[config.mk]
export PLATFORM = sky130hd
export DESIGN_NAME = bytechan_dma
export DESIGN_NICKNAME = d
export VERILOG_FILES = /design/src/rtl/bchan_pkg.sv /design/src/rtl/bchan_cmd_decode.sv /design/src/rtl/bchan_readback.sv /design/src/rtl/bchan_mover.sv /design/src/rtl/bytechan_dma.sv
export SDC_FILE = /design/constraint.sdc
export NUM_CORES = 1
export LEC_CHECK = 0
export BUFFER_PORTS_ARGS = -buffer_cell sky130_fd_sc_hd__buf_2
export CORE_MARGIN = 2
export CORE_UTILIZATION = 30
export CTS_CLUSTER_SIZE = 28
export DETAILED_ROUTE_END_ITERATION = 16
export PLACE_DENSITY = 0.56
export REMOVE_ABC_BUFFERS = 1
export SYNTH_ARGS = -nofsm -noshare
export SYNTH_HDL_FRONTEND = slang
export SYNTH_HIERARCHICAL = 1
export SYNTH_SLANG_ARGS = --single-unit
[constraint.sdc]
create_clock -name clk -period 4.2 [get_ports clk]
set_input_delay 0.63 -clock clk [delete_from_list [all_inputs] [get_ports clk]]
set_output_delay 0.63 -clock clk [all_outputs]
set_load 0.01 [all_outputs]
[src/rtl/bchan_pkg.sv]
package bchan_pkg;

    localparam int CH_AW        = 20;
    localparam int NARROW_W     = 16;
    localparam int BANK_W       = 2;
    localparam int BYTE_W       = 8;
    localparam int NARROW_BYTES = 4;
    localparam int WIDE_BYTES   = 6;
    localparam int WCNT_W       = $clog2(WIDE_BYTES + 1);
    localparam int RBP_W        = 2;

    // command byte bit positions
    localparam int CB_EXT  = 6;
    localparam int CB_RD   = 5;
    localparam int CB_GO   = 4;
    localparam int CB_STOP = 3;
    localparam int CB_STAT = 2;

    typedef enum logic [1:0] {
        AMODE_16   = 2'd0,
        AMODE_18   = 2'd1,
        AMODE_WIDE = 2'd2
    } amode_e;

    typedef struct packed {
        logic              ext_rb;
        logic              dir_rd;
        logic              go;
        logic              stop;
        logic              stat_sel;
        logic [BANK_W-1:0] bank;
    } cmd_dec_t;

    typedef struct packed {
        logic ext_rb;
        logic dir_rd;
        logic go;
        logic stat_sel;
    } cmd_state_t;

    typedef struct packed {
        logic [CH_AW-1:0] sa;
        logic [CH_AW-1:0] ea;
    } addr_pair_t;

    function automatic logic [CH_AW-1:0] width_mask(input logic [1:0] mode);
        if (mode == AMODE_WIDE)
            return {CH_AW{1'b1}};
        return CH_AW'({NARROW_W{1'b1}});
    endfunction

    function automatic logic [WCNT_W-1:0] byte_limit(input logic [1:0] mode);
        if (mode == AMODE_WIDE)
            return WCNT_W'(WIDE_BYTES);
        return WCNT_W'(NARROW_BYTES);
    endfunction

    // one step of the byte-rippling address loader
    function automatic addr_pair_t load_step(input logic [1:0] mode,
                                             input logic [WCNT_W-1:0] cnt,
                                             input addr_pair_t cur,
                                             input logic [BYTE_W-1:0] b);
        addr_pair_t nx;
        logic [CH_AW-1:0] m;
        m = width_mask(mode);
        if (mode == AMODE_WIDE && cnt == WCNT_W'(WIDE_BYTES - 1)) begin
            nx.sa = cur.sa;
            nx.ea = ((cur.ea << BYTE_W) | CH_AW'(b)) & m;
        end else begin
            nx.sa = ((cur.sa << BYTE_W) | CH_AW'(cur.ea[NARROW_W-1 -: BYTE_W])) & m;
            nx.ea = CH_AW'({cur.ea[BYTE_W-1:0], b}) & m;
        end
        return nx;
    endfunction

    // address adjustment applied when a transfer is started
    function automatic addr_pair_t go_fixup(input logic [1:0] mode,
                                            input logic [WCNT_W-1:0] cnt,
                                            input logic [BANK_W-1:0] bank,
                                            input addr_pair_t cur);
        addr_pair_t nx;
        nx = cur;
        if (cnt <= WCNT_W'(NARROW_BYTES)) begin
            nx.sa = CH_AW'({bank, cur.sa[NARROW_W-1:0]});
            nx.ea = CH_AW'({bank, cur.ea[NARROW_W-1:0]});
        end
        nx.sa[0] = 1'b0;
        if (nx.ea <= nx.sa)
            nx.ea = nx.ea | width_mask(mode);
        return nx;
    endfunction

endpackage

[src/rtl/bchan_cmd_decode.sv]
module bchan_cmd_decode
    import bchan_pkg::*;
(
    input  logic [BYTE_W-1:0] cmd_byte,
    input  logic [1:0]        mode,
    output cmd_dec_t          dec
);
    logic wide;
    assign wide = (mode == AMODE_WIDE);

    always_comb begin
        dec.ext_rb   = cmd_byte[CB_EXT] & wide;
        dec.dir_rd   = cmd_byte[CB_RD];
        dec.go       = cmd_byte[CB_GO];
        dec.stop     = cmd_byte[CB_STOP];
        dec.stat_sel = cmd_byte[CB_STAT] & wide;
        dec.bank     = (mode == AMODE_18) ? cmd_byte[BANK_W-1:0] : '0;
    end
endmodule

[src/rtl/bchan_readback.sv]
module bchan_readback
    import bchan_pkg::*;
(
    input  logic              clk,
    input  logic              rst,
    input  logic              rd_stb,
    input  logic              reload,
    input  logic              reload_ext,
    input  logic              cur_ext,
    input  logic [CH_AW-1:0]  addr,
    output logic [BYTE_W-1:0] rd_byte
);
    localparam int PADDED_W = BYTE_W * (1 << RBP_W);

    logic [RBP_W-1:0]    ptr_q;
    logic [PADDED_W-1:0] padded;

    assign padded  = PADDED_W'(addr);
    assign rd_byte = padded[ptr_q*BYTE_W +: BYTE_W];

    always_ff @(posedge clk) begin
        if (rst) begin
            ptr_q <= RBP_W'(1);
        end else if (reload) begin
            ptr_q <= reload_ext ? RBP_W'(2) : RBP_W'(1);
        end else if (rd_stb) begin
            if (ptr_q == '0)
                ptr_q <= cur_ext ? RBP_W'(2) : RBP_W'(1);
            else
                ptr_q <= ptr_q - RBP_W'(1);
        end
    end
endmodule

[src/rtl/bchan_mover.sv]
module bchan_mover
    import bchan_pkg::*;
(
    input  logic              clk,
    input  logic              rst,
    input  logic              active,
    input  logic              dir_rd,
    input  logic              flush,
    output logic              step,
    output logic              mem_req,
    output logic              mem_we,
    output logic [BYTE_W-1:0] mem_wdata,
    input  logic [BYTE_W-1:0] mem_rdata,
    input  logic              mem_ack,
    output logic              dev_out_valid,
    input  logic              dev_out_ready,
    output logic [BYTE_W-1:0] dev_out_data,
    input  logic              dev_in_valid,
    output logic              dev_in_ready,
    input  logic [BYTE_W-1:0] dev_in_data
);
    logic [BYTE_W-1:0] hold_q;
    logic              full_q;
    logic              fill;

    assign mem_req       = active & (dir_rd ? ~full_q : full_q);
    assign mem_we        = ~dir_rd;
    assign mem_wdata     = hold_q;
    assign dev_out_valid = active & dir_rd & full_q;
    assign dev_out_data  = hold_q;
    assign dev_in_ready  = active & ~dir_rd & ~full_q;

    assign fill = dir_rd ? (mem_req & mem_ack) : (dev_in_valid & dev_in_ready);
    assign step = dir_rd ? (dev_out_valid & dev_out_ready) : (mem_req & mem_ack);

    always_ff @(posedge clk) begin
        if (rst) begin
            hold_q <= '0;
            full_q <= 1'b0;
        end else if (flush || !active) begin
            full_q <= 1'b0;
        end else if (fill) begin
            hold_q <= dir_rd ? mem_rdata : dev_in_data;
            full_q <= 1'b1;
        end else if (step) begin
            full_q <= 1'b0;
        end
    end
endmodule

[src/rtl/bytechan_dma.sv]
module bytechan_dma
    import bchan_pkg::*;
(
    input  logic              clk,
    input  logic              rst,
    input  logic [1:0]        addr_mode,
    input  logic [7:0]        cpu_din,
    input  logic              cpu_data_we,
    input  logic              cpu_cmd_we,
    input  logic              cpu_rd,
    output logic [7:0]        cpu_dout,
    output logic              busy,
    output logic              irq,
    output logic              status_from_dev,
    output logic              mem_req,
    output logic              mem_we,
    output logic [19:0]       mem_addr,
    output logic [7:0]        mem_wdata,
    input  logic [7:0]        mem_rdata,
    input  logic              mem_ack,
    output logic              dev_out_valid,
    input  logic              dev_out_ready,
    output logic [7:0]        dev_out_data,
    input  logic              dev_in_valid,
    output logic              dev_in_ready,
    input  logic [7:0]        dev_in_data
);
    logic [CH_AW-1:0]  sa_q, ea_q;
    logic [WCNT_W-1:0] wcnt_q;
    cmd_state_t        cmd_q;
    logic              irq_q;

    cmd_dec_t   dec;
    logic       cmd_stop, cmd_go, step;
    addr_pair_t cur, loaded, fixed;
    logic [CH_AW:0] next_addr;

    bchan_cmd_decode u_dec (
        .cmd_byte (cpu_din),
        .mode     (addr_mode),
        .dec      (dec)
    );

    assign cmd_stop = cpu_cmd_we & dec.stop;
    assign cmd_go   = cpu_cmd_we & ~dec.stop & dec.go;

    assign cur.sa = sa_q;
    assign cur.ea = ea_q;
    assign loaded = load_step(addr_mode, wcnt_q, cur, cpu_din);
    assign fixed  = go_fixup(addr_mode, wcnt_q, dec.bank, cur);
    assign next_addr = {1'b0, sa_q} + (CH_AW+1)'(1);

    bchan_readback u_rb (
        .clk        (clk),
        .rst        (rst),
        .rd_stb     (cpu_rd),
        .reload     (cmd_stop),
        .reload_ext (dec.ext_rb),
        .cur_ext    (cmd_q.ext_rb),
        .addr       (sa_q),
        .rd_byte    (cpu_dout)
    );

    bchan_mover u_mov (
        .clk           (clk),
        .rst           (rst),
        .active        (cmd_q.go),
        .dir_rd        (cmd_q.dir_rd),
        .flush         (cmd_stop),
        .step          (step),
        .mem_req       (mem_req),
        .mem_we        (mem_we),
        .mem_wdata     (mem_wdata),
        .mem_rdata     (mem_rdata),
        .mem_ack       (mem_ack),
        .dev_out_valid (dev_out_valid),
        .dev_out_ready (dev_out_ready),
        .dev_out_data  (dev_out_data),
        .dev_in_valid  (dev_in_valid),
        .dev_in_ready  (dev_in_ready),
        .dev_in_data   (dev_in_data)
    );

    always_ff @(posedge clk) begin
        if (rst) begin
            sa_q   <= '0;
            ea_q   <= '0;
            wcnt_q <= '0;
            cmd_q  <= '0;
            irq_q  <= 1'b0;
        end else if (cmd_stop) begin
            cmd_q.ext_rb   <= dec.ext_rb;
            cmd_q.stat_sel <= dec.stat_sel;
            cmd_q.go       <= 1'b0;
            cmd_q.dir_rd   <= 1'b0;
            irq_q          <= 1'b0;
            wcnt_q         <= '0;
        end else if (cmd_go) begin
            cmd_q.ext_rb   <= 1'b0;
            cmd_q.stat_sel <= 1'b0;
            cmd_q.go       <= 1'b1;
            cmd_q.dir_rd   <= dec.dir_rd;
            sa_q           <= fixed.sa;
            ea_q           <= fixed.ea;
        end else if (step) begin
            if (next_addr > {1'b0, ea_q}) begin
                irq_q        <= 1'b1;
                cmd_q.go     <= 1'b0;
                cmd_q.dir_rd <= 1'b0;
            end else begin
                sa_q <= next_addr[CH_AW-1:0];
            end
        end else if (cpu_data_we && (wcnt_q < byte_limit(addr_mode))) begin
            sa_q   <= loaded.sa;
            ea_q   <= loaded.ea;
            wcnt_q <= wcnt_q + WCNT_W'(1);
        end
    end

    assign busy            = cmd_q.go;
    assign irq             = irq_q;
    assign status_from_dev = ~cmd_q.go & ~cmd_q.stat_sel;
    assign mem_addr        = sa_q;
endmodule

# Word level (Yosys, flattened, before mapping)
# Index checks and enable logic that the tools add are counted.
# Widths: inputs -> output; s select.
# totals
register_bits	59
in_bits	34
out_inout_bits	51
elab_cells	117
# op_classes
n_addsub	3
n_lt_le_gt_ge	4
eq_ne	6
shifts	1
muxes	43
bitwise	29
reduce_logical	20
# op_table
operator	n
$mux 20	12
$mux 40	2
$and 20x20->20	2
$or 20x8->20	2
$shiftx 32x6->8	1
$add 20x1->21 const B	1
$gt 21x20->1	1
$and 16x20->20	1
$le 20x20->1	1
$or 20x20->20	1
$mux 2	9
$mux 3	6
$and 1x1->1	14
$mux 1	12
$reduce_bool 2->1	6
$not 1->1	9
$reduce_and 3->1	3
$mux 8	1
$ne 3x3->1 const B	2
$mux 4	1
$reduce_and 2->1	2
$reduce_and 4->1	1
$reduce_or 2->1	2
$add 3x1->3 const B	1
12 further kinds	13

# Logic depth before layout (Yosys ltp)
# Gate-level depths: netlist of the first run.
# depth
ltp_word	19
mapped_depth	15
mapped_depth_nobuf	14

# Modules after synthesis
# Netlist of the first run, hierarchy kept.
# modules_own_cells
mod	n_inst	cells_per_inst	area_each_um2	seq_area_each_um2
bytechan_dma	1	442	3594.7	960.9
bchan_mover	1	58	583.1	180.2
bchan_readback	1	35	264.0	40.0
bchan_cmd_decode	1	7	57.6	0.0

# Least setup slack after synthesis of the first run
# No wires, ideal clock.
# synth_path
kind	register -> register
startpoint	register sa_q[0], in the netlist mem_addr[0]
endpoint	register sa_q[10], in the netlist mem_addr[10]
arrival_ns	3.516
setup_slack_ns	0.568
path_stages_with_launch	15
period_less_slack_ns	3.632
path_cell_list	dfxtp_1 ha_1 nand3_1 nor3_1 nand4_1 xnor2_1 ha_1 nand3_2 or4_4 a311oi_2 nor3_1 o31ai_4 buf_6 nor3_1 a31o_2
# synth_via
elab_chain_len	4
elab_cells_between_ends	7
cone_classes	add/sub (1); order compare (1); eq/ne (1); mux (3); reduce/logical (1)
# synth_rtl
item	line	text
from (decl)	bytechan_dma.sv:28	logic [CH_AW-1:0] sa_q, ea_q;
from (signal assigned)	bytechan_dma.sv:103	sa_q <= fixed.sa;
from (signal assigned)	bytechan_dma.sv:111	sa_q <= next_addr[CH_AW-1:0];
from (signal assigned)	bytechan_dma.sv:114	sa_q <= loaded.sa;
$add 20x1->21 *	bytechan_dma.sv:51	assign next_addr = {1'b0, sa_q} + (CH_AW+1)'(1);
$gt 21x20->1 or $mux 20 (tied branches)	bytechan_dma.sv:106	if (next_addr > {1'b0, ea_q}) begin
$ne 3x3->1 (no line) or $mux 20 (tied branches)	-	
$reduce_and 4->1 (no line) or $mux 20 (tied branches)	-	
# Every way passes the cells marked *; elsewhere a longest branch is shown, timed or not. The select of a mux whose other input is x is not followed.
# A chain may end at the register's enable or synchronous reset.

# Final worst setup path of the first run
# Same ends and word-level chain as after synthesis.

==> summary.md, run 1 <==
| Metric | Value |
|---|---|
| Filler instances | `1509` |
| CP max FO | `30` |
| Fin crit period | `around 4 ns` |
| Max-cap violations | `0` |
| Gr ovfl total | `0` |
| Leading cell types by count after synthesis | `dfxtp_1, nor2_1, inv_1` |
| Placer Congestion | `0.924` |
| Leakage power | `roughly 2.3 nW` |
| Die Ht | `126 um` |
| Synth Instances | `between 500 and 600` |
| Worst Reg-to-Reg Cells | `13` |
| Pins Over Slew Limit | `0` |
| TNS Setup | `0 ns` |
| Period utilisation layout | `0.936` |
| R2r endpoint | `mem_addr[10]$_SDFFE_PP0P_` |
| Worst Hold Class | `reg -> reg` |
| WHS Path Cells | `2` |
| Final total power | `1.79 mW` |
| Row count | `44` |
| R2R Setup Slk | `about 0.27 ns` |
| Post-route DRC violation count | `0` |
| Net count, final | `694` |
| Total GRT Usage | `0.183` |
| Top-count cell post-synth | `dfxtp_1` |
| Hpwl dp | `11.5 mm` |
| Final WS setup | `0.267 ns` |
| Share of cells above drive strength 1 | `0.233` |
| Fmax | `approximately 0.25 GHz` |
| Critical path class | `reg -> reg` |
| First-pass GRT wire length | `~23 mm` |
| Status | `completed` |
| Skew final | `0.0109 ns` |
| Clk buf depth | `2` |
| Maximum vdd ir drop | `179 uV` |
| Core area | `14600 um^2` |
| Worst rel slew slack | `0.525` |
| Vias | `roughly 4400` |
| Port Buffers | `84` |
| Placed cell count | `787` |
| Hold slack | `0.458 ns` |
| RR Startpoint | `mem_addr[0]$_SDFFE_PP0P_` |
| Synth Cell Area | `~4500 um^2` |
| Skew-Pair Late Insertion Delay | `~0.34 ns` |
| Worst-path clk slew | `about 0.05 ns` |
| CP Capture Type | `flip-flop` |
| Final hold violation count | `0` |
| Final non-filler cell total | `805` |
| Post-synthesis sequential area ratio | `0.263` |
| Critical Path AT | `4.16 ns` |
| Synth warn | `6` |
| Clk root buf | `clkbuf_16` |
| EDFF count, synth | `0` |
| Asr flop ratio synth | `0` |
| Avg WL per Cell | `between 15 and 20 um` |
| Dpl ws | `0.218 ns` |
| Hold worst-path end | `irq$_SDFFE_PP0P_` |
| Starting Density | `0.308` |
| DR iter-0 viols | `331` |
| Power Dens Cells | `approximately 340 nW/um^2` |
| Total CTS buffers | `9` |
| # IOs | `85` |
| DR vias/cell | `5.46` |
| Critical Path Start Type | `flip-flop` |
| H-tree Lvls | `3` |
| Largest net degree at the start of global routing | `53` |
| Number of global-route vias before repair | `4295` |
| Num Clock Sinks | `59` |
| CTS tree | `done` |
| # setup viols final | `0` |
| Die width | `between 100 and 150 um` |
| Die area | `16000 um^2` |
| Worst Tran Pin Value | `0.711 ns` |
| Area leader, netlist | `dfxtp_1` |
| Diode count | `0` |
| Initial antenna violation count | `0` |
| RSZ-0062 raised after global routing | `false` |
| WP data required | `4.42 ns` |
| DRT Pass-1 Iters | `5` |
| Hold Path Origin | `irq$_SDFFE_PP0P_` |
| Top_reg_cell synth | `dfxtp_1` |
| DRT antenna net count | `0` |
| Avg Cell Area, Syn | `8.30 um^2` |
| Largest cells by area after synthesis | `dfxtp_1, ha_1, a21oi_1` |
| Area share of the largest cell type after synthesis | `0.263` |
| Layout area overhead | `18.8%` |
| FF+latch count, synth | `59` |
| DRT Wirelength | `14.8 mm` |
| Yosys cell types | `66` |
==> logic make-up after synthesis <==
group                      count (synthesis)  share of synthesized area
adders and majority gates                 43                      0.120
and+or+nand+nor                          167                      0.196
AOI/OAI and AO/OA                        149                      0.244
buffers and inverters                     83                     0.0912
muxes                                     20                     0.0456
xor gates and xnor gates                  21                     0.0409
DFF                                       59                      0.263
==> worst max path at each step <==
stage,to,depth (start not counted),startpoint,slack (ns)
3_5_place_dp,mem_addr[10]$_SDFFE_PP0P_,13,mem_addr[2]$_SDFFE_PP0P_,0.22
3_3_place_gp,mem_addr[8]$_SDFFE_PP0P_,13,mem_addr[2]$_SDFFE_PP0P_,0.37
6_report,mem_addr[10]$_SDFFE_PP0P_,13,mem_addr[0]$_SDFFE_PP0P_,0.27
4_1_cts,mem_addr[10]$_SDFFE_PP0P_,13,mem_addr[2]$_SDFFE_PP0P_,0.17
5_1_grt,mem_addr[10]$_SDFFE_PP0P_,13,mem_addr[0]$_SDFFE_PP0P_,0.07
2_1_floorplan,mem_addr[10]$_SDFFE_PP0P_,13,mem_addr[0]$_SDFFE_PP0P_,0.08
==> cell type report <==
cell class	instances	area [um^2]	share of cell area
Timing Repair Buffer	100	553	0.103
Tap cell	184	230	0.0431
Clock buffer	10	239	0.0447
Multi-Input combinational cell	400	2910	0.544
Inverter	47	176	0.0330
Clock inverter	5	53.8	0.0101
Sequential cell	59	1180	0.221
==> per-layer routing <==
layer / GRT usage / wire (um) / vias to the layer above / part of all wire
li1: - / - / 2125 / -
met4: 0.0750 / 351 / 0 / 0.024
met2: 0.290 / 6800 / 144 / 0.46
met1: 0.246 / 6880 / 2100 / 0.47
met3: 0.0308 / 746 / 26 / 0.050
met5: 0 / 0 / - / 0
==> flip-flops by register name, indices dropped and copies added (netlist names) <==
name,cells
mem_addr,20
ea_q,20
wcnt_q,3
cmd_q,3
irq,1
busy,1
u_mov/dev_out_data,8
u_rb/ptr_q,2
u_mov/full_q,1
==> critical path: stages, from the launching register on <==
cell and delay (ns):
dfxtp_1 0.44, nand4_1 0.25, or3_1 0.51, nor4_1 0.28, xnor2_1 0.16, ha_1 0.29, nand2_1 0.08, or4_4 0.55
a311oi_2 0.26, nor3_1 0.13, o31ai_4 0.28, buf_12 0.23, nor3_1 0.09, a31o_2 0.25
==> metrics by stage <==
stage / cell area, um^2 / util
after floorplan: 4270 / -
after global placement: 5030 / 0.345
after detailed placement: 5030 / 0.345
after CTS: 5320 / 0.365
after global routing: 5340 / 0.366
final: 5340 / 0.366
==> placed cells by master, fill, tap and decap left out, types with 5 or more instances in the layout <==
master	count
a211oi_2	10
ha_1	43
nand4_1	10
nor3_1	16
and3_1	6
a221oi_1	12
a311oi_1	8
nor2_1	48
a211oi_1	18
xnor2_1	18
buf_4	15
o21ai_1	5
clkbuf_16	9
inv_1	46
dfxtp_1	57
a21oi_1	44
mux2i_1	19
nor2b_1	6
o21ai_0	16
nand2_1	37
nand3_1	11
buf_2	84
==> power by group <==
part           leakage, nW  switching, mW  internal [mW]
sequential           0.484         0.0447          0.594
combinational         1.70          0.249          0.162
clock                0.148          0.274          0.469
==> what timing repair did <==
action,4_1_cts,5_1_grt
resized for setup,0,2
buffers inserted,0,3
endpoints found under the setup margin,0,5
hold buffers,0,0
(Power assumes the default switching activity.)
==> inputs of run 2 (changes only) <==
--- a/config.mk
+++ b/config.mk
@@ -12,6 +12,7 @@
 export DETAILED_ROUTE_END_ITERATION = 16
 export PLACE_DENSITY = 0.56
 export REMOVE_ABC_BUFFERS = 1
+export SLEW_MARGIN = 20
 export SYNTH_ARGS = -nofsm -noshare
 export SYNTH_HDL_FRONTEND = slang
 export SYNTH_HIERARCHICAL = 1
==> constraint.sdc (replaced) <==
create_clock -name clk -period 3.8 [get_ports clk]
set_input_delay 0.57 -clock clk [delete_from_list [all_inputs] [get_ports clk]]
set_output_delay 0.57 -clock clk [all_outputs]
set_load 0.01 [all_outputs]
==> run 2 against run 1 <==
Effect of this change:
- sequential power up 9.1%
- routed wire length down 0.58%
- clock power up 3.4%
- maximum frequency up 8.7%
- hold slack worse by 0.0052 ns
- die area unchanged
- total power up 8.1%
- sequential share of layout area down 0.55 points
- worst setup slack worse by 0.084 ns
- first-iteration DRC count up 9.4%
- global-route usage down 0.24 points
- register-to-register slack worse by 0.08 ns
- critical endpoint is now mem_addr[3]$_SDFFE_PP0P_
- largest cell class unchanged
==> summary.md, run 2 (synthesis results as in run 1) <==
| Metric | Value |
|---|---|
| Filler instances | `1498 (-0.73%)` |
| Final hold violation count | `0 (unchanged)` |
| Layout area overhead | `21.7%` |
| Wire length on met3 | `952 um (+28%)` |
| Share of cells above drive strength 1 | `0.254 (+0.0204)` |
| Clk root buf | `clkbuf_16` |
| Die Ht | `126 um (unchanged)` |
| Final total power | `1.94 mW (+8.1%)` |
| Worst rel slew slack | `0.377 (-0.149)` |
| Placed cell area | `5120 um^2 (+1.8%)` |
| Power Dens Cells | `354 nW/um^2 (+5.5%)` |
| RSZ-0062 raised after global routing | `false` |
| Fmax | `0.276 GHz (+8.7%)` |
| Maximum vdd ir drop | `184 uV (+2.5%)` |
| Gr ovfl total | `0 (unchanged)` |
| Net count, final | `707 (+1.9%)` |
| Total GRT Usage | `0.180 (-0.00236)` |
| Worst Tran Pin Value | `0.935 ns (+0.224 ns)` |
| Most common cell after layout, fill and taps aside | `buf_2` |
| Period utilisation layout | `0.952 (+0.0153)` |
| Most frequent cells in the layout | `buf_2, dfxtp_1, nor2_1, inv_1, a21oi_1` |
| Diode count | `0 (unchanged)` |
| Max layer used | `met4` |
| CP startpoint | `mem_addr[13]$_SDFFE_PP0P_` |
| Num Clock Sinks | `59 (unchanged)` |
| Worst Hold Class | `reg -> reg` |
| Number of global-route vias before repair | `4281 (-0.33%)` |
| TNS Setup | `0 ns (unchanged)` |
| Initial antenna violation count | `0 (unchanged)` |
| Leakage power | `2.40 nW (+3.0%)` |
| Core area | `14600 um^2 (unchanged)` |
| # setup viols final | `0 (unchanged)` |
| Critical Path Start Type | `flip-flop` |
| DRT Wirelength | `14.7 mm (-0.58%)` |
| RR Startpoint | `mem_addr[13]$_SDFFE_PP0P_` |
| Worst-path clk slew | `0.05 ns (about the same)` |
| DRT Pass-1 Iters | `5 (unchanged)` |
| Detail Route met2 WL | `6.87 mm (+0.99%)` |
| CP max FO | `15 (-50%)` |
| Final WS setup | `0.183 ns (-0.0836 ns)` |
| Starting Density | `0.308 (unchanged)` |
| Hold slack | `0.452 ns (-0.00521 ns)` |
| Vias | `4435 (+0.91%)` |
| Hpwl dp | `11.4 mm (-0.47%)` |
| Dpl ws | `0.0567 ns (-0.162 ns)` |
| Port Buffers | `84 (unchanged)` |
| WP data required | `4.03 ns (-0.39 ns)` |
| Total CTS buffers | `9 (unchanged)` |
| Fin crit period | `3.62 ns (-0.316 ns)` |
| Skew final | `0.00933 ns (-0.00157 ns)` |
| Status | `completed` |
| H-tree Lvls | `3 (unchanged)` |
| Max-cap violations | `0 (unchanged)` |
| DR iter-0 viols | `362 (+9.4%)` |
| Largest net degree at the start of global routing | `31 (-42%)` |
| First-pass GRT wire length | `22.9 mm (-0.48%)` |
| Design area | `5470 um^2 (+2.4%)` |
| DR vias/cell | `5.42 (-0.69%)` |
| Post-route DRC violation count | `0 (unchanged)` |
| Hold Path Origin | `irq$_SDFFE_PP0P_` |
| Pins Over Slew Limit | `0 (unchanged)` |
| Hold buffer count at cts | `0 (unchanged)` |
| Multi-input logic area | `2940 um^2 (+0.99%)` |
| Clk buf depth | `2 (unchanged)` |
| Met1 wire length | `6.64 mm (-3.5%)` |
| Skew-Pair Late Insertion Delay | `0.33 ns (about the same)` |
| CP Capture Type | `flip-flop` |
| Critical Path AT | `3.84 ns (-0.32 ns)` |
| Die area | `16000 um^2 (unchanged)` |
| Die width | `126 um (unchanged)` |
| # IOs | `85 (unchanged)` |
| Placer Congestion | `0.925 (about the same)` |
| Row count | `44 (unchanged)` |
| Critical path class | `reg -> reg` |
| Sequential cell area | `1180 um^2 (-0.11%)` |
| DRT antenna net count | `0 (unchanged)` |
| Avg WL per Cell | `18.0 um (-2.2%)` |
| CTS tree | `done` |
==> run 2: repair_timing <==
action / 4_1_cts / 5_1_grt
buffers inserted: 0 / 3
endpoints found under the setup margin: 0 / 18
endpoints found under the hold margin: 0 / 0
resized for setup: 0 / 6
==> run 2: report_power, final <==
| part | switching (mW) | internal [mW] | total, mW |
|---|---|---|---|
| clock network | 0.280 | 0.488 | 0.768 |
| logic | 0.283 | 0.190 | 0.473 |
| registers | 0.0399 | 0.657 | 0.697 |
| total | 0.602 | 1.34 | 1.94 |
==> run 2: path summary, 6_finish.rpt <==
check	to	cells past startpoint	slack (ns)
hold / removal	irq$_SDFFE_PP0P_	2	0.45
hold reg to reg	irq$_SDFFE_PP0P_	2	0.45
setup / recovery	mem_addr[3]$_SDFFE_PP0P_	14	0.18
setup reg to reg	mem_addr[3]$_SDFFE_PP0P_	14	0.18
==> run 2: layout make-up <==
class | instances | area share
tap | 184 | 0.0421
clock buffer | 13 | 0.0494
multi-input combinational | 400 | 0.536
clock inverter | 2 | 0.00183
inverter | 47 | 0.0322
sequential | 59 | 0.216
timing repair buffer | 113 | 0.122
==> run 2: metal layers <==
layer / up-vias / GRT usage
met2: 143 / 0.288
met5: - / 0
met3: 15 / 0.0346
li1: 2152 / -
met4: 0 / 0.0595
met1: 2125 / 0.245
==> run 2: stage by stage <==
step	std cells	utilization
4_1_cts	814	0.370
6_report	818	0.375
2_1_floorplan	506	-
3_3_place_gp	799	0.351
5_1_grt	818	0.375
3_5_place_dp	799	0.351
==> run 2: critical path, stage by stage, from the launching register on <==
cell	delay [ns]
dfxtp_1	0.41
and4_1	0.34
and4_1	0.30
nand2b_1	0.09
xnor2_1	0.16
ha_1	0.34
nand3_2	0.12
or4_4	0.59
a311oi_2	0.28
nor3_1	0.14
o31ai_4	0.25
buf_4	0.17
clkbuf_16	0.17
nand3_1	0.09
o41ai_1	0.07
